==> src/rtl/uart_csr_pkg.sv <==
package uart_csr_pkg;

    localparam int DATA_W  = 8;
    localparam int ADDR_W  = 3;
    localparam int DIV_W   = 16;
    localparam int IER_W   = 4;
    localparam int TRIG_W  = 4;

    typedef enum logic [ADDR_W-1:0] {
        OFS_DATA  = 3'd0,
        OFS_IER   = 3'd1,
        OFS_FIFO  = 3'd2,
        OFS_LINE  = 3'd3,
        OFS_MODEM = 3'd4,
        OFS_LSTAT = 3'd5,
        OFS_MSTAT = 3'd6,
        OFS_SPARE = 3'd7
    } csr_ofs_e;

    typedef struct packed {
        logic                  wr;
        logic                  rd;
        csr_ofs_e              ofs;
        logic [DATA_W-1:0]     wdata;
    } csr_access_t;

    typedef struct packed {
        logic       loop_en;
        logic       out2;
        logic       out1;
        logic       rts;
        logic       dtr;
    } modem_ctl_t;

    localparam int DLAB_BIT = 7;

    function automatic logic [TRIG_W-1:0] trig_bytes(input logic [1:0] code);
        case (code)
            2'b00:   trig_bytes = TRIG_W'(1);
            2'b01:   trig_bytes = TRIG_W'(4);
            2'b10:   trig_bytes = TRIG_W'(8);
            default: trig_bytes = TRIG_W'(14);
        endcase
    endfunction

endpackage

==> src/rtl/uart_bus_slave.sv <==
module uart_bus_slave
    import uart_csr_pkg::*;
(
    input  logic                 clk,
    input  logic                 rst,
    input  logic                 cyc,
    input  logic                 stb,
    input  logic                 we,
    input  logic [ADDR_W-1:0]    adr,
    input  logic [DATA_W-1:0]    wdata,
    output csr_access_t          acc,
    output logic                 ack
);
    logic req;
    logic busy_q;
    logic take;

    assign req  = cyc & stb;
    assign take = req & ~busy_q;

    always_ff @(posedge clk) begin
        if (rst) begin
            busy_q <= 1'b0;
            ack    <= 1'b0;
        end else begin
            busy_q <= req;
            ack    <= take;
        end
    end

    always_comb begin
        acc.wr    = take & we;
        acc.rd    = take & ~we;
        acc.ofs   = csr_ofs_e'(adr);
        acc.wdata = wdata;
    end
endmodule

==> src/rtl/uart_ctrl_regs.sv <==
module uart_ctrl_regs
    import uart_csr_pkg::*;
(
    input  logic                 clk,
    input  logic                 rst,
    input  csr_access_t          acc,
    output logic [DIV_W-1:0]     div_q,
    output logic [IER_W-1:0]     ier_q,
    output logic [DATA_W-1:0]    lcr_q,
    output modem_ctl_t           mcr_q,
    output logic [1:0]           trig_q,
    output logic                 push_q,
    output logic [DATA_W-1:0]    push_data_q,
    output logic                 pop_q,
    output logic                 rx_flush_q,
    output logic                 tx_flush_q
);
    localparam int DIV_BYTES = DIV_W / DATA_W;

    logic dlab;
    assign dlab = lcr_q[DLAB_BIT];

    logic unused_wbits;
    assign unused_wbits = ^{acc.wdata[5:3], acc.wdata[0], acc.wdata[7:5]};

    for (genvar b = 0; b < DIV_BYTES; b++) begin : g_div
        always_ff @(posedge clk) begin
            if (rst)
                div_q[b*DATA_W +: DATA_W] <= '0;
            else if (acc.wr && dlab && acc.ofs == csr_ofs_e'(b))
                div_q[b*DATA_W +: DATA_W] <= acc.wdata;
        end
    end

    always_ff @(posedge clk) begin
        if (rst) begin
            ier_q  <= '0;
            lcr_q  <= '0;
            mcr_q  <= '0;
            trig_q <= 2'b00;
        end else if (acc.wr) begin
            case (acc.ofs)
                OFS_IER:   if (!dlab) ier_q <= acc.wdata[IER_W-1:0];
                OFS_FIFO:  trig_q <= acc.wdata[7:6];
                OFS_LINE:  lcr_q  <= acc.wdata;
                OFS_MODEM: mcr_q  <= modem_ctl_t'(acc.wdata[4:0]);
                default: ;
            endcase
        end
    end

    always_ff @(posedge clk) begin
        if (rst) begin
            push_q      <= 1'b0;
            push_data_q <= '0;
            pop_q       <= 1'b0;
            rx_flush_q  <= 1'b0;
            tx_flush_q  <= 1'b0;
        end else begin
            push_q     <= acc.wr & ~dlab & (acc.ofs == OFS_DATA);
            pop_q      <= acc.rd & ~dlab & (acc.ofs == OFS_DATA);
            rx_flush_q <= acc.wr & (acc.ofs == OFS_FIFO) & acc.wdata[1];
            tx_flush_q <= acc.wr & (acc.ofs == OFS_FIFO) & acc.wdata[2];
            if (acc.wr && !dlab && acc.ofs == OFS_DATA)
                push_data_q <= acc.wdata;
        end
    end
endmodule

==> src/rtl/uart_rd_mux.sv <==
module uart_rd_mux
    import uart_csr_pkg::*;
(
    input  logic                 clk,
    input  logic                 rst,
    input  csr_access_t          acc,
    input  logic [DIV_W-1:0]     div_q,
    input  logic [IER_W-1:0]     ier_q,
    input  logic [DATA_W-1:0]    lcr_q,
    input  logic [DATA_W-1:0]    rx_data,
    input  logic [DATA_W-1:0]    iir_in,
    input  logic [DATA_W-1:0]    lsr_in,
    input  logic [DATA_W-1:0]    msr_in,
    output logic [DATA_W-1:0]    rdata_q
);
    logic              dlab;
    logic [DATA_W-1:0] sel;

    assign dlab = lcr_q[DLAB_BIT];

    always_comb begin
        case (acc.ofs)
            OFS_DATA:  sel = dlab ? div_q[DATA_W-1:0] : rx_data;
            OFS_IER:   sel = dlab ? div_q[2*DATA_W-1:DATA_W]
                                  : {{(DATA_W-IER_W){1'b0}}, ier_q};
            OFS_FIFO:  sel = iir_in;
            OFS_LINE:  sel = lcr_q;
            OFS_LSTAT: sel = lsr_in;
            OFS_MSTAT: sel = msr_in;
            default:   sel = '0;
        endcase
    end

    always_ff @(posedge clk) begin
        if (rst)
            rdata_q <= '0;
        else if (acc.rd)
            rdata_q <= sel;
    end
endmodule

==> src/rtl/uart_csr_bank.sv <==
module uart_csr_bank
    import uart_csr_pkg::*;
(
    input  logic                 clk,
    input  logic                 rst,
    input  logic                 bus_cyc,
    input  logic                 bus_stb,
    input  logic                 bus_we,
    input  logic [ADDR_W-1:0]    bus_adr,
    input  logic [DATA_W-1:0]    bus_wdata,
    output logic [DATA_W-1:0]    bus_rdata,
    output logic                 bus_ack,
    input  logic [DATA_W-1:0]    rx_data,
    input  logic [DATA_W-1:0]    iir_in,
    input  logic [DATA_W-1:0]    lsr_in,
    input  logic [DATA_W-1:0]    msr_in,
    output logic                 tx_push,
    output logic [DATA_W-1:0]    tx_data,
    output logic                 rx_pop,
    output logic                 rx_flush,
    output logic                 tx_flush,
    output logic [TRIG_W-1:0]    trigger_level,
    output logic [DIV_W-1:0]     divisor,
    output logic [IER_W-1:0]     ier_o,
    output logic [DATA_W-1:0]    lcr_o,
    output logic                 loopback,
    output logic                 dtr_n,
    output logic                 rts_n,
    output logic                 out1_n,
    output logic                 out2_n
);
    csr_access_t acc;
    modem_ctl_t  mcr;
    logic [1:0]  trig_code;

    uart_bus_slave u_bus (
        .clk   (clk),
        .rst   (rst),
        .cyc   (bus_cyc),
        .stb   (bus_stb),
        .we    (bus_we),
        .adr   (bus_adr),
        .wdata (bus_wdata),
        .acc   (acc),
        .ack   (bus_ack)
    );

    uart_ctrl_regs u_regs (
        .clk         (clk),
        .rst         (rst),
        .acc         (acc),
        .div_q       (divisor),
        .ier_q       (ier_o),
        .lcr_q       (lcr_o),
        .mcr_q       (mcr),
        .trig_q      (trig_code),
        .push_q      (tx_push),
        .push_data_q (tx_data),
        .pop_q       (rx_pop),
        .rx_flush_q  (rx_flush),
        .tx_flush_q  (tx_flush)
    );

    uart_rd_mux u_rd (
        .clk     (clk),
        .rst     (rst),
        .acc     (acc),
        .div_q   (divisor),
        .ier_q   (ier_o),
        .lcr_q   (lcr_o),
        .rx_data (rx_data),
        .iir_in  (iir_in),
        .lsr_in  (lsr_in),
        .msr_in  (msr_in),
        .rdata_q (bus_rdata)
    );

    assign trigger_level = trig_bytes(trig_code);
    assign loopback      = mcr.loop_en;
    assign dtr_n         = ~mcr.dtr;
    assign rts_n         = ~mcr.rts;
    assign out1_n        = ~mcr.out1;
    assign out2_n        = ~mcr.out2;
endmodule

==> config.mk <==
export PLATFORM = sky130hd
export DESIGN_NAME = uart_csr_bank
export DESIGN_NICKNAME = d
export VERILOG_FILES = /design/src/rtl/uart_csr_pkg.sv /design/src/rtl/uart_bus_slave.sv /design/src/rtl/uart_ctrl_regs.sv /design/src/rtl/uart_rd_mux.sv /design/src/rtl/uart_csr_bank.sv
export SDC_FILE = /design/constraint.sdc
export NUM_CORES = 1
export LEC_CHECK = 0
export ABC_AREA = 0
export BUFFER_PORTS_ARGS = -buffer_cell sky130_fd_sc_hd__buf_4
export CORE_UTILIZATION = 40
export CTS_BUF_LIST = sky130_fd_sc_hd__clkbuf_4
export CTS_CLUSTER_SIZE = 12
export DETAILED_ROUTE_END_ITERATION = 7
export PLACE_DENSITY = 0.75
export SETUP_SLACK_MARGIN = 0.15
export SLEW_MARGIN = 0
export SYNTH_ARGS = -nofsm -noshare
export SYNTH_HDL_FRONTEND = slang
export SYNTH_HIERARCHICAL = 1
export SYNTH_SLANG_ARGS = --single-unit
==> constraint.sdc <==
create_clock -name clk -period 3.1 [get_ports clk]
set_input_delay 0.155 -clock clk [delete_from_list [all_inputs] [get_ports clk]]
set_output_delay 0.155 -clock clk [all_outputs]
set_load 0.05 [all_outputs]
==> results.py <==
metrics = {
    "outcome": {
        "status": "finished clean",
    },
    "drt": {
        "drc": 0,
        "wl_per_cell_um": 16.4,
        "drtPass1Iterations": 4,
        "vias": 2619,
        "drt_iter0_markers": 185,
        "ant_nets": 0,
        "vias_per_cell": 5.26,
        "wirelength_um": 8150,
    },
    "yosys": {
        "yosysUniqueCellTypes": 45,
        "synth_top_area_frac": 0.388,
        "synth_area_um2": 2940,
        "synthArstFlopShare": 0,
        "ys_seq_area_frac": 0.388,
        "synthTopCellsByArea": "dfxtp_1, mux2i_1, nand2b_1",
        "yosys_warnings": 6,
        "synthCells": 310,
        "syn_avg_cell_area_um2": 9.48,
        "ys_ff_latch": 57,
        "synth_top_area_cell": "dfxtp_1",
        "ys.flop_type": "dfxtp_1",
        "synth_edf_count": 0,
        "synth_nets": 358,
    },
    "clock_tree": {
        "insertion_delay_ns": 0.39,
        "cts_tree": "built",
        "root_buffer": "clkbuf_4",
        "postCtsSetupRepairBufs": 0,
        "cts_max_path_buffers": 2,
        "clock-sinks": 57,
        "htree_levels": 3,
        "cts_buffers": 9,
        "path_clk_slew_ns": 0.10,
    },
    "run": {
        "drv_cap": 0,
    },
    "worst_setup_path": {
        "critical_path_class": "reg2reg",
        "reg2reg_slack_ns": 1.30,
        "cp-start-kind": "flop",
        "cp_max_fo": 13,
        "cp.arrival_ns": 2.09,
        "required_ns": 3.38,
        "endpoint_kind": "flop",
    },
    "timing": {
        "final_hold_viol_count": 0,
        "fmax_mhz": 555,
        "finalClockSkew_ns": 0.00953,
        "min_period_ns": 1.80,
        "max_slew_margin": 0.601,
        "finalMaxSlewViolations": 0,
        "rsz0062_at_grt": "false",
        "worst_pin_slew_ns": 0.598,
        "setup_slack_ns": 1.30,
        "period_share": 0.581,
        "fin_setup_tns_ns": 0,
        "setup_viol": 0,
    },
    "global_route": {
        "grtUsageTotal": 0.213,
        "grt_max_degree": 60,
        "antenna_found_initial": 0,
        "grt_pass1_wl_um": 12300,
        "grt_pass1_vias": 2473,
        "grt_overflow": 0,
    },
    "floorplanning": {
        "dieArea_um2": 7700,
        "die_h_um": 87.7,
        "num_rows": 30,
        "die_w_um": 87.7,
        "initial_core_util": 0.423,
        "coreArea_um2": 6940,
        "ios": 106,
    },
    "placement": {
        "pre_cts_slack_ns": 1.38,
        "io_buffers": 105,
        "hpwl_um": 5800,
        "routabilityCongestion": 0.831,
    },
    "layout": {
        "final_common_cell": "buf_4",
        "drive_above_1_share": 0.331,
        "syn_to_final_growth_pct": 28.9,
        "final_cell_mix": "buf_4, dfxtp_1, mux2i_1",
        "layout.nets": 445,
        "diodes": 0,
    },
    "pwr": {
        "power_density_nw_per_um2": 364,
        "ir_drop_mv": 0.184,
        "p_leak_uw": 0.00167,
    },
    "worst_hold_path": {
        "hold_path_class": "in2reg",
    },
}
==> cells in the mapped netlist, types with 2 or more instances <==
cell and n:
and2_1 3, nor2b_1 4, o2bb2ai_1 3, nor2_1 19
nand3b_1 3, nand2_1 20, dfxtp_1 57, clkbuf_1 6
o21ai_0 10, a32oi_1 2, buf_4 15, buf_6 4
a22o_1 5, buf_2 10, a31oi_1 3, nor3_1 2
a21oi_1 12, o22ai_1 3, and4bb_1 4, nand2b_1 39
inv_1 7, mux2i_1 54, a211oi_1 3
==> state kept, by name, summed over array words and instances, names as in the netlist <==
signal and flops:
u_regs/mcr_q 5, u_rd/rdata_q 8, u_regs/push_data_q 8, u_regs/lcr_q 8, u_bus/ack 1, u_regs/rx_flush_q 1, u_regs/trig_q 2, u_regs/div_q 16
u_regs/push_q 1, u_regs/tx_flush_q 1, u_bus/busy_q 1, u_regs/pop_q 1, u_regs/ier_q 4
==> cell families (layout without fill, tap and decap cells) <==
group | count (synthesis) | in the layout | share of synthesized area
buffers and inverters | 43 | 135 | 0.0885
AND/OR/NAND/NOR | 107 | 107 | 0.220
AO/OA/AOI/OAI | 49 | 49 | 0.120
flip-flops | 57 | 57 | 0.388
multiplexers | 54 | 54 | 0.184
==> where the power goes <==
group | internal [uW] | switching (uW)
clock | 187 | 267
combinational | 87.3 | 96.0
sequential | 737 | 3.71
==> metal layers <==
metal | part of all wire | GRT usage | vias to the layer above
met4 | 0.015 | 0.103 | 0
met1 | 0.45 | 0.271 | 1245
li1 | - | - | 1250
met5 | 0 | 0 | -
met2 | 0.46 | 0.339 | 114
met3 | 0.071 | 0.0500 | 10
==> layout make-up <==
type	instances	area [um^2]
Tap cell	96	120
Sequential cell	57	1140
Fill cell	647	3150
Inverter	7	26.3
Timing Repair Buffer	112	853
Multi-Input combinational cell	210	1540
Clock inverter	4	20.0
Clock buffer	12	90.1
==> stage by stage <==
step                      power [uW]   util  cells  hold slack [ns]  instance area, um^2
after CTS                       1390  0.546    498          0.00626                 3790
after floorplan                  872      -    310            0.259                 2940
after global placement           932  0.523    477            0.400                 3630
after global routing            1450  0.546    498           0.0143                 3790
after detailed placement         933  0.523    477            0.409                 3630
final                           1380  0.546    498           0.0346                 3790
==> worst paths after layout <==
check,startpoint,end,cells after the start
setup / recovery,u_regs/lcr_q[7]$_SDFFE_PP0P_,u_rd/rdata_q[3]$_SDFFE_PP0P_,5
hold / removal,bus_wdata[3],u_regs/lcr_q[3]$_SDFFE_PP0P_,3
setup reg to reg,u_regs/lcr_q[7]$_SDFFE_PP0P_,u_rd/rdata_q[3]$_SDFFE_PP0P_,5
hold reg to reg,u_regs/push_data_q[1]$_SDFFE_PP0P_,u_regs/push_data_q[1]$_SDFFE_PP0P_,2
==> what timing repair did <==
item / CTS / global route
hold buffers: 5 / 0
endpoints found under the hold margin: 6 / 0
gates resized for setup: 0 / 0
==> worst max-delay path, stage by stage (launching register included) <==
cell	delay, ns
dfxtp_1	0.71
buf_4	0.33
mux2i_1	0.21
o22ai_1	0.11
a211oi_1	0.27
nor2_1	0.08
(Power assumes the default switching activity.)
